==> src/rtl/cr_pkg.sv <==
package cr_pkg;
  typedef enum logic [2:0] {
    ST_IDLE  = 3'd0,
    ST_CAPT  = 3'd1,
    ST_MEMX  = 3'd2,
    ST_RREQ  = 3'd3,
    ST_FRDY  = 3'd4,
    ST_RDAT  = 3'd5,
    ST_DONE  = 3'd6
  } cr_state_e;

  localparam logic [2:0] A_CTRL   = 3'd0;
  localparam logic [2:0] A_STAT   = 3'd1;
  localparam logic [2:0] A_MASK   = 3'd2;
  localparam logic [2:0] A_CAUSE  = 3'd3;
  localparam logic [2:0] A_TARGET = 3'd4;
  localparam logic [2:0] A_ACTUAL = 3'd5;

  localparam int N_CAUSE = 4;
endpackage

==> src/rtl/cr_edge_sync.sv <==
module cr_edge_sync #(
  parameter int STAGES = 2
) (
  input  logic clk,
  input  logic rst_n,
  input  logic async_in,
  output logic rise_o
);
  logic [STAGES-1:0] sync_q;
  logic              prev_q;

  generate
    for (genvar i = 0; i < STAGES; i++) begin : g_stage
      if (i == 0) begin : g_first
        always_ff @(posedge clk) begin
          if (!rst_n) sync_q[0] <= 1'b0;
          else        sync_q[0] <= async_in;
        end
      end else begin : g_rest
        always_ff @(posedge clk) begin
          if (!rst_n) sync_q[i] <= 1'b0;
          else        sync_q[i] <= sync_q[i-1];
        end
      end
    end
  endgenerate

  always_ff @(posedge clk) begin
    if (!rst_n) prev_q <= 1'b0;
    else        prev_q <= sync_q[STAGES-1];
  end

  assign rise_o = sync_q[STAGES-1] & ~prev_q;
endmodule

==> src/rtl/cr_irq.sv <==
module cr_irq #(
  parameter int N = 4
) (
  input  logic         clk,
  input  logic         rst_n,
  input  logic [N-1:0] set_i,
  input  logic         clr_wr,
  input  logic [N-1:0] clr_bits,
  input  logic [N-1:0] enable,
  output logic [N-1:0] cause_o,
  output logic         irq_o
);
  logic [N-1:0] cause_q;
  logic [N-1:0] clr_eff;

  assign clr_eff = clr_wr ? clr_bits : '0;

  always_ff @(posedge clk) begin
    if (!rst_n) cause_q <= '0;
    else        cause_q <= (cause_q & ~clr_eff) | set_i;
  end

  assign cause_o = cause_q;
  assign irq_o   = |(cause_q & enable);


  cause_hold_chk: assert property (@(posedge clk) disable iff (!rst_n)
    (|($past(cause_q) & ~cause_q)) |-> $past(clr_wr));
endmodule

==> src/rtl/cap_readout_seq.sv <==
module cap_readout_seq
  import cr_pkg::*;
#(
  parameter int DATA_W      = 32,
  parameter int LVL_W       = 8,
  parameter int READY_LEVEL = 64,
  parameter int SYNC_STAGES = 2
) (
  input  logic              clk,
  input  logic              rst_n,
  input  logic              reg_wr,
  input  logic [2:0]        reg_addr,
  input  logic [DATA_W-1:0] reg_wdata,
  output logic [DATA_W-1:0] reg_rdata,
  input  logic              mem_init_done,
  input  logic              hard_cap,
  input  logic              cap_done,
  input  logic              cap_forced,
  input  logic [DATA_W-1:0] cap_count,
  input  logic              mem_done,
  input  logic              m2f_done,
  input  logic [LVL_W-1:0]  fifo_level,
  input  logic              host_pop,
  output logic              cap_en,
  output logic              m2f_en,
  output logic              irq
);
  localparam logic [LVL_W-1:0] READY_LVL = LVL_W'(READY_LEVEL);

  cr_state_e           state_q, nxt;
  logic                soft_q, rreq_q, rack_q;
  logic [N_CAUSE-1:0]  mask_q, cause, set_ev;
  logic [DATA_W-1:0]   target_q, actual_q, fetched_q;
  logic                dready_q, forced_q, m2f_seen_q;
  logic                hard_rise, start_go, fetched_all, m2f_fin;
  logic                wr_ctrl, wr_mask, wr_cause, wr_target;

  cr_edge_sync #(.STAGES(SYNC_STAGES)) u_sync (
    .clk(clk), .rst_n(rst_n), .async_in(hard_cap), .rise_o(hard_rise)
  );

  assign wr_ctrl   = reg_wr && reg_addr == A_CTRL;
  assign wr_mask   = reg_wr && reg_addr == A_MASK;
  assign wr_cause  = reg_wr && reg_addr == A_CAUSE;
  assign wr_target = reg_wr && reg_addr == A_TARGET;

  assign start_go    = mem_init_done && soft_q && hard_rise;
  assign fetched_all = fetched_q >= target_q;
  assign m2f_fin     = m2f_done || m2f_seen_q;

  always_comb begin
    nxt = state_q;
    unique case (state_q)
      ST_IDLE: if (start_go)                      nxt = ST_CAPT;
      ST_CAPT: if (cap_done)                      nxt = ST_MEMX;
      ST_MEMX: if (mem_done)                      nxt = ST_RREQ;
      ST_RREQ: if (rreq_q)                        nxt = ST_FRDY;
      ST_FRDY: if (fifo_level >= READY_LVL)       nxt = ST_RDAT;
      ST_RDAT: if (rack_q && m2f_fin)             nxt = ST_DONE;
      ST_DONE: if (fetched_all)                   nxt = ST_IDLE;
      default:                                    nxt = ST_IDLE;
    endcase
  end

  assign set_ev[0] = state_q == ST_CAPT && cap_done && cap_forced;
  assign set_ev[1] = state_q == ST_MEMX && mem_done;
  assign set_ev[2] = state_q == ST_FRDY && nxt == ST_RDAT;
  assign set_ev[3] = state_q == ST_DONE && fetched_all;

  always_ff @(posedge clk) begin
    if (!rst_n) begin
      state_q    <= ST_IDLE;
      soft_q     <= 1'b0;
      rreq_q     <= 1'b0;
      rack_q     <= 1'b0;
      mask_q     <= '0;
      target_q   <= '0;
      actual_q   <= '0;
      fetched_q  <= '0;
      dready_q   <= 1'b0;
      forced_q   <= 1'b0;
      m2f_seen_q <= 1'b0;
    end else begin
      state_q <= nxt;
      // requests are consumed by the FSM; a same-cycle write takes over
      if (state_q == ST_RREQ && nxt == ST_FRDY) rreq_q <= 1'b0;
      if (state_q == ST_RDAT && nxt == ST_DONE) rack_q <= 1'b0;
      if (wr_ctrl) begin
        soft_q <= reg_wdata[0];
        rreq_q <= reg_wdata[1];
        rack_q <= reg_wdata[2];
      end
      if (wr_mask)   mask_q   <= reg_wdata[N_CAUSE-1:0];
      if (wr_target) target_q <= reg_wdata;
      if (state_q == ST_RREQ && rreq_q) actual_q <= cap_count;

      if (state_q == ST_IDLE)
        fetched_q <= '0;
      else if (host_pop && (state_q == ST_FRDY || state_q == ST_RDAT || state_q == ST_DONE)
               && fetched_q != '1)
        fetched_q <= fetched_q + 1'b1;

      if (set_ev[2])                             dready_q <= 1'b1;
      else if (state_q == ST_DONE && fetched_all) dready_q <= 1'b0;

      if (set_ev[0])                              forced_q <= 1'b1;
      else if (state_q == ST_IDLE && start_go)    forced_q <= 1'b0;

      if (state_q == ST_DONE)                     m2f_seen_q <= 1'b0;
      else if (m2f_en && m2f_done)                m2f_seen_q <= 1'b1;
    end
  end

  cr_irq #(.N(N_CAUSE)) u_irq (
    .clk(clk), .rst_n(rst_n), .set_i(set_ev),
    .clr_wr(wr_cause), .clr_bits(reg_wdata[N_CAUSE-1:0]),
    .enable(mask_q | N_CAUSE'(1)),
    .cause_o(cause), .irq_o(irq)
  );

  assign cap_en = state_q == ST_CAPT;
  assign m2f_en = state_q == ST_FRDY || state_q == ST_RDAT;

  always_comb begin
    reg_rdata = '0;
    unique case (reg_addr)
      A_CTRL:   reg_rdata[2:0] = {rack_q, rreq_q, soft_q};
      A_STAT:   reg_rdata[4:0] = {forced_q, dready_q, state_q};
      A_MASK:   reg_rdata[N_CAUSE-1:0] = mask_q;
      A_CAUSE:  reg_rdata[N_CAUSE-1:0] = cause;
      A_TARGET: reg_rdata = target_q;
      A_ACTUAL: reg_rdata = actual_q;
      default:  reg_rdata = '0;
    endcase
  end


  start_cond_chk: assert property (@(posedge clk) disable iff (!rst_n)
    $rose(cap_en) |-> $past(soft_q && mem_init_done));

  cap_stop_chk: assert property (@(posedge clk) disable iff (!rst_n)
    $fell(cap_en) |-> $past(cap_done));

  ready_gate_chk: assert property (@(posedge clk) disable iff (!rst_n)
    $rose(dready_q) |-> $past(fifo_level >= READY_LVL));

  xfer_stop_chk: assert property (@(posedge clk) disable iff (!rst_n)
    $fell(m2f_en) |-> $past(rack_q));

  finish_chk: assert property (@(posedge clk) disable iff (!rst_n)
    ($past(state_q == ST_DONE) && state_q == ST_IDLE) |-> $past(fetched_q >= target_q));
endmodule

==> config.mk <==
export PLATFORM = sky130hd
export DESIGN_NAME = cap_readout_seq
export DESIGN_NICKNAME = d
export VERILOG_FILES = /design/src/rtl/cr_pkg.sv /design/src/rtl/cr_edge_sync.sv /design/src/rtl/cr_irq.sv /design/src/rtl/cap_readout_seq.sv
export SDC_FILE = /design/constraint.sdc
export NUM_CORES = 1
export LEC_CHECK = 0
export BUFFER_PORTS_ARGS = -buffer_cell sky130_fd_sc_hd__clkbuf_2
export CORE_UTILIZATION = 50
export DETAILED_ROUTE_END_ITERATION = 8
export HOLD_SLACK_MARGIN = 0.12
export PLACE_DENSITY_LB_ADDON = 0.15
export SLEW_MARGIN = 10
export SYNTH_ARGS = -nofsm -noshare
export SYNTH_HDL_FRONTEND = slang
export SYNTH_SLANG_ARGS = --single-unit
export TNS_END_PERCENT = 50
==> constraint.sdc <==
create_clock -name clk -period 2.2 [get_ports clk]
set_clock_uncertainty 0.2 [all_clocks]
set_input_delay 0.44 -clock clk [delete_from_list [all_inputs] [get_ports clk]]
set_output_delay 0.44 -clock clk [all_outputs]
set_load 0.02 [all_outputs]
* After elaboration in Yosys (flattened, before gate mapping)
Cells that the tools add are included.
Widths: inputs -> output; s select.
** Cells by class
- Equal/unequal tests :: 15
- $add $sub $neg :: 1
- Order comparisons :: 2
- Muxes and demuxes :: 21
- Reduce and logical (&&, ||, !) cells :: 31
- Bitwise gates (word level) :: 7
** Operators with widths (count)
- $pmux 27 s2 :: 1
- $add 32x1->32 const B :: 1
- $ge 32x32->1 :: 1
- $ne 32x32->1 const B :: 1
- $eq 3x3->1 const B :: 8
- $mux 3 :: 7
- $pmux 3 s7 :: 1
- $logic_and 1x1->1 :: 19
- $pmux 3 s6 :: 1
- $eq 3x2->1 const B :: 4
- $and 4x4->4 :: 2
- $ge 8x7->1 const B :: 1
- $mux 1 :: 8
- $reduce_bool 2->1 :: 4
- $eq 3x1->1 const B :: 2
- $logic_not 3->1 :: 2
- $pmux 1 s5 :: 1
- $mux 4 :: 1
- $not 4->4 :: 1
- $or 4x4->4 :: 1
- $reduce_or 2->1 :: 2
- $reduce_or 4->1 :: 1
- $logic_or 1x1->1 :: 3
- $pmux 1 s3 :: 1
- other kinds (2) :: 3
** Storage, ports and cells
- Input bits :: 85
- Output and inout port bits :: 35
- Register bits :: 116
- Logic and storage cells :: 92

* Logic depth before layout (Yosys ltp)
- Depth after elaboration :: 9
- Gate-level depth with buffers :: 9
- Gate-level depth less buffers :: 8

* By module
A second synthesis with hierarchy kept.
** Second synthesis, totals
- Cell total of the unflattened synthesis :: 747
- Area, all modules :: 6112.1 µm²
** By module, submodules not included
- cap_readout_seq :: cells each 721, area an instance 5860.6 µm², instances 1
- cr_irq :: cells each 19, area an instance 158.9 µm², instances 1
- cr_edge_sync :: cells each 7, area an instance 92.6 µm², instances 1

* Worst setup path after synthesis
OpenSTA, ideal clock, no wires.
- Path kind :: input to output
- Start :: in reg_addr[0]
- End :: out reg_rdata[2]
- Stages :: 6
- Arrival :: 1749 ps
- Path buffers :: 2
- Required time :: 1560 ps
- Slack :: -189 ps
- Cells stage by stage :: clkbuf_1 -> buf_1 -> mux2i_1 -> nor2_1 -> a31oi_1 -> o21ai_0
** On the way
- Word-level cells in the longest chain between the ends :: 2
- Elaborated cells between the ends (all ways) :: 7
** RTL lines
- from (decl) :: RTL line cap_readout_seq.sv:12 : input logic [2:0] reg_addr,
- $eq 3x3->1, or another cell as far along :: RTL line cap_readout_seq.sv:126 : unique case (reg_addr)
- $pmux 3 s6 (*) :: RTL line cap_readout_seq.sv:126
- to (decl) :: RTL line cap_readout_seq.sv:14 : output logic [DATA_W-1:0] reg_rdata,
Every way passes the cells marked *; elsewhere a longest branch is shown, timed or not.

* Final worst setup path
- Start :: reg fetched_q[7]
- End :: reg fetched_q[29]
** On the way
- Word-level cells in the longest chain between the ends :: 2
- Elaborated cells between the ends (all ways) :: 3
** RTL lines
- from (decl) :: RTL line cap_readout_seq.sv:33 : logic [DATA_W-1:0] target_q, actual_q, fetched_q;
- from (signal assigned) :: RTL line cap_readout_seq.sv:101 : fetched_q <= fetched_q + 1'b1;
- parallel branches: the longest is 2 deep, another holds $add 32x1->32
Parallel ways; which one is timed is not known.
A chain may end at the register's enable or synchronous reset.

==> summary.md <==
| Metric | Value |
|---|---|
| Internal | `4270 uW` |
| Netlist cell types | `54` |
| Final Max Tran Viols | `0` |
| CTS Buf Count | `17` |
| TritonCTS clock tree | `yes` |
| Sw Pwr | `1250 uW` |
| PwrDens | `613 mW/mm^2` |
| Classification of the worst setup path | `flop to flop` |
| First DRT Iteration DRCs | `397` |
| Fmax | `453 MHz` |
| Fraction of layout cells with a size suffix above 1 | `30.9%` |
| Initial antenna violation count | `1` |
| DR pass1 iterations | `6` |
| Final Util | `75.4%` |
| Synthesized net count | `877` |
| DR WL/cell | `16.5 um` |
| Gr usage total | `30.6%` |
| Setup crit end kind | `flop` |
| Total routed wirelength | `19,100 um` |
| Largest area contributor in the netlist | `dfxtp_1` |
| Die X | `113 um` |
| Starting density of the core | `51.1%` |
| CTS HTree Levels | `4` |
| RSZ-0062 raised after global routing | `yes` |
| # setup viols final | `1` |
| Status | `complete, but fails checks` |
| Io pins | `120` |
| Rows | `40` |
| Worst-Skew Late Latency | `0.42 ns` |
| Port Buf Inserts | `113` |
| Via count | `6,449` |
| Clk pwr share | `54.2%` |
| Worst-margin pin slew | `0.477 ns` |
| Failing checks | `negative setup slack` |
| Critical path startpoint category | `flop` |
| Cell Chain, Critical Path | `nand4_4 -> or4_4 -> or3_4 -> nor4_4 -> xnor2_1 -> nor2_1` |
| Grt ovf | `0` |
| Max-cap violations | `0` |
| Final nets | `1,114` |
| Number of synthesized flops with an enable pin | `0` |
| Top fanout value on the critical path | `4` |
| Root Driver | `clkbuf_16` |
| Sw frac | `22.7%` |
| #FFs+latches synth | `116` |
| DR DRC count | `0` |
| CP Data Required Time | `2.29 ns` |
| First-pass GRT wire length | `30,400 um` |
| Post-synthesis cell count | `759` |
| Top post-synthesis cells by area | `dfxtp_1 38%, nand2_1 10%, a21boi_0 8.6%, ha_1 6.7%, a22o_1 3.9%` |
| DP Worst Slack | `-0.383 ns` |
| CTS max path bufs | `2` |
| Layout Area Growth over Synthesis | `47.4%` |
| Final hold violation count | `0` |
| Bufs and invs on worst path | `0` |
| Critical path's top delay family | `simple AND/OR/NAND/NOR gates` |
| Routed Antenna Nets | `0` |
| Hold_ws | `0.123 ns` |
| Logic pwr share | `7.3%` |
| Predominant post-synthesis flop cell | `dfxtp_1` |
| Largest net degree at the start of global routing | `84` |
| Area of the core | `0.0120 mm^2` |
| Relative slew margins | `67.8%` |
| Seq/Total Area, Yosys | `38.0%` |
| Clk sinks | `116` |
| Ys Warns | `0` |
| Vias/cell | `5.57` |
| Mapped Area | `0.00612 mm^2` |
| Slowest-stage cell, CP | `or4_4` |
| Number of global-route vias before repair | `6,295` |
| HP Class | `input port to flop` |
| Biggest cell delay along the critical path | `0.52 ns` |
| Final Cycle Share | `100%` |
| Die Ht | `113 um` |
| Final WS setup | `-0.00635 ns` |
| Avg Cell Area, Syn | `8.06 um^2` |
| Clock slew at reported path FFs | `0.06 ns` |
| Lkg Pwr | `0.00351 uW` |
| Worst IR Drop VDD | `470 uV` |
| Data arrival, critical path | `2.30 ns` |
| Part of the power in registers | `38.5%` |
| Area share of the largest cell type after synthesis | `38.0%` |
| Period minus WS final | `2.21 ns` |
| Die area | `0.0127 mm^2` |
| DPL Wire Length | `12,500 um` |
| GPL Wtd Cong | `0.867` |
| FFs w/ async S/R, synth | `0%` |
## metrics by stage
step	instances	setup TNS [ns]	instance area (um^2)	total power [uW]
floorplan	759	-0.264	6170	2310
global placement	1049	-0.679	7350	2460
detailed placement	1049	-1.37	7350	2470
CTS	1147	-0.117	8820	5530
global route	1157	-0.389	9010	5690
finish	1157	-0.00635	9010	5530
## sequential cells by signal (all words and copies together), names as in the netlist
| signal | cells |
|---|---|
| fetched_q | 32 |
| rreq_q | 1 |
| dready_q | 1 |
| actual_q | 32 |
| state_q | 3 |
| target_q | 32 |
| u_irq.cause_o | 4 |
| soft_q | 1 |
| forced_q | 1 |
| mask_q | 4 |
| u_sync.prev_q | 1 |
| rack_q | 1 |
| u_sync.sync_q | 2 |
| m2f_seen_q | 1 |
## path summary, 6_finish.rpt
check | startpoint | to | slack [ns] | cells after the start
worst max-delay path | fetched_q[7] | fetched_q[29] | -0.006 | 6
worst min-delay path | reg_wdata[1] | rreq_q | 0.12 | 3
worst max register to register | fetched_q[7] | fetched_q[29] | -0.006 | 6
worst min register to register | u_sync.sync_q[0] | u_sync.sync_q[1] | 0.23 | 1
## Yosys cell counts, types with 9 or more instances
library cell and count:
nand2_1 168, dfxtp_1 116, a21boi_0 70, nor2_1 47
clkbuf_1 40, inv_1 38, ha_1 33, a22o_1 27
a21oi_1 25, xnor2_1 22, nand3_1 17, o21ai_0 16
nor2b_1 15, nand4_1 12, nor4_1 11, mux2i_1 9
nor3_1 9
## power by group through the flow
stage / sequential (uW) / combinational [uW] / clock [uW]
after floorplan: 2170 / 137 / 0
after global placement: 2180 / 285 / 0
after detailed placement: 2180 / 291 / 0
after CTS: 2130 / 389 / 3010
after global routing: 2130 / 433 / 3130
final: 2130 / 405 / 3000
## cell families (layout without fill, tap and decap cells)
| family | count (synthesis) | after routing | share of synthesized area, % |
|---|---|---|---|
| DFF | 116 | 116 | 38.0 |
| AOI/OAI and AO/OA | 165 | 165 | 19.3 |
| adders and majority gates | 33 | 33 | 6.75 |
| muxes | 11 | 11 | 2.02 |
| and+or+nand+nor | 324 | 324 | 25.0 |
| xor gates and xnor gates | 26 | 26 | 3.72 |
| other | 0 | 1 | 0 |
| buffers and inverters | 84 | 334 | 5.30 |
## tightest hold or removal path: stages
cell and delay, ns:
clkbuf_2 0.13, nand2_1 0.07, a21boi_0 0.06
## placed cells by master, fill, tap and decap left out, drive strengths merged, types with 7 or more instances in the layout
| master | instances |
|---|---|
| nand2 | 168 |
| clkbuf | 130 |
| dfxtp | 116 |
| buf | 89 |
| a21boi | 70 |
| dlygate4sd3 | 63 |
| nor2 | 47 |
| inv | 40 |
| ha | 33 |
| a22o | 27 |
| a21oi | 25 |
| xnor2 | 22 |
| nand3 | 17 |
| o21ai | 16 |
| nor2b | 15 |
| nor4 | 15 |
| nand4 | 13 |
| nor3 | 9 |
| mux2i | 9 |
| or3 | 8 |
| and2 | 7 |
## area by class of cell
cell class	count	area [um^2]
clock inverters	14	201
well taps	147	184
multi-input cells	559	3740
diodes	1	2.50
fillers	831	2950
flip-flops and latches	116	2370
repair buffers	264	1930
clock buffers	18	439
inverters	38	143
## timing repair
action	CTS	global route
pin swaps	18	14
hold buffers	63	0
setup buffers	3	10
endpoints found under the hold margin	63	0
setup endpoints to repair	8	39
gates resized for setup	40	42
## layer usage
metal | part of all wire (%) | up-vias | track usage [%]
li1 | - | 3103 | -
met1 | 41 | 3053 | 36.7
met2 | 50 | 235 | 52.6
met3 | 5.7 | 58 | 7.24
met4 | 2.9 | 0 | 12.8
met5 | 0 | - | 0
No activity file was read; power rests on OpenSTA's default activity.
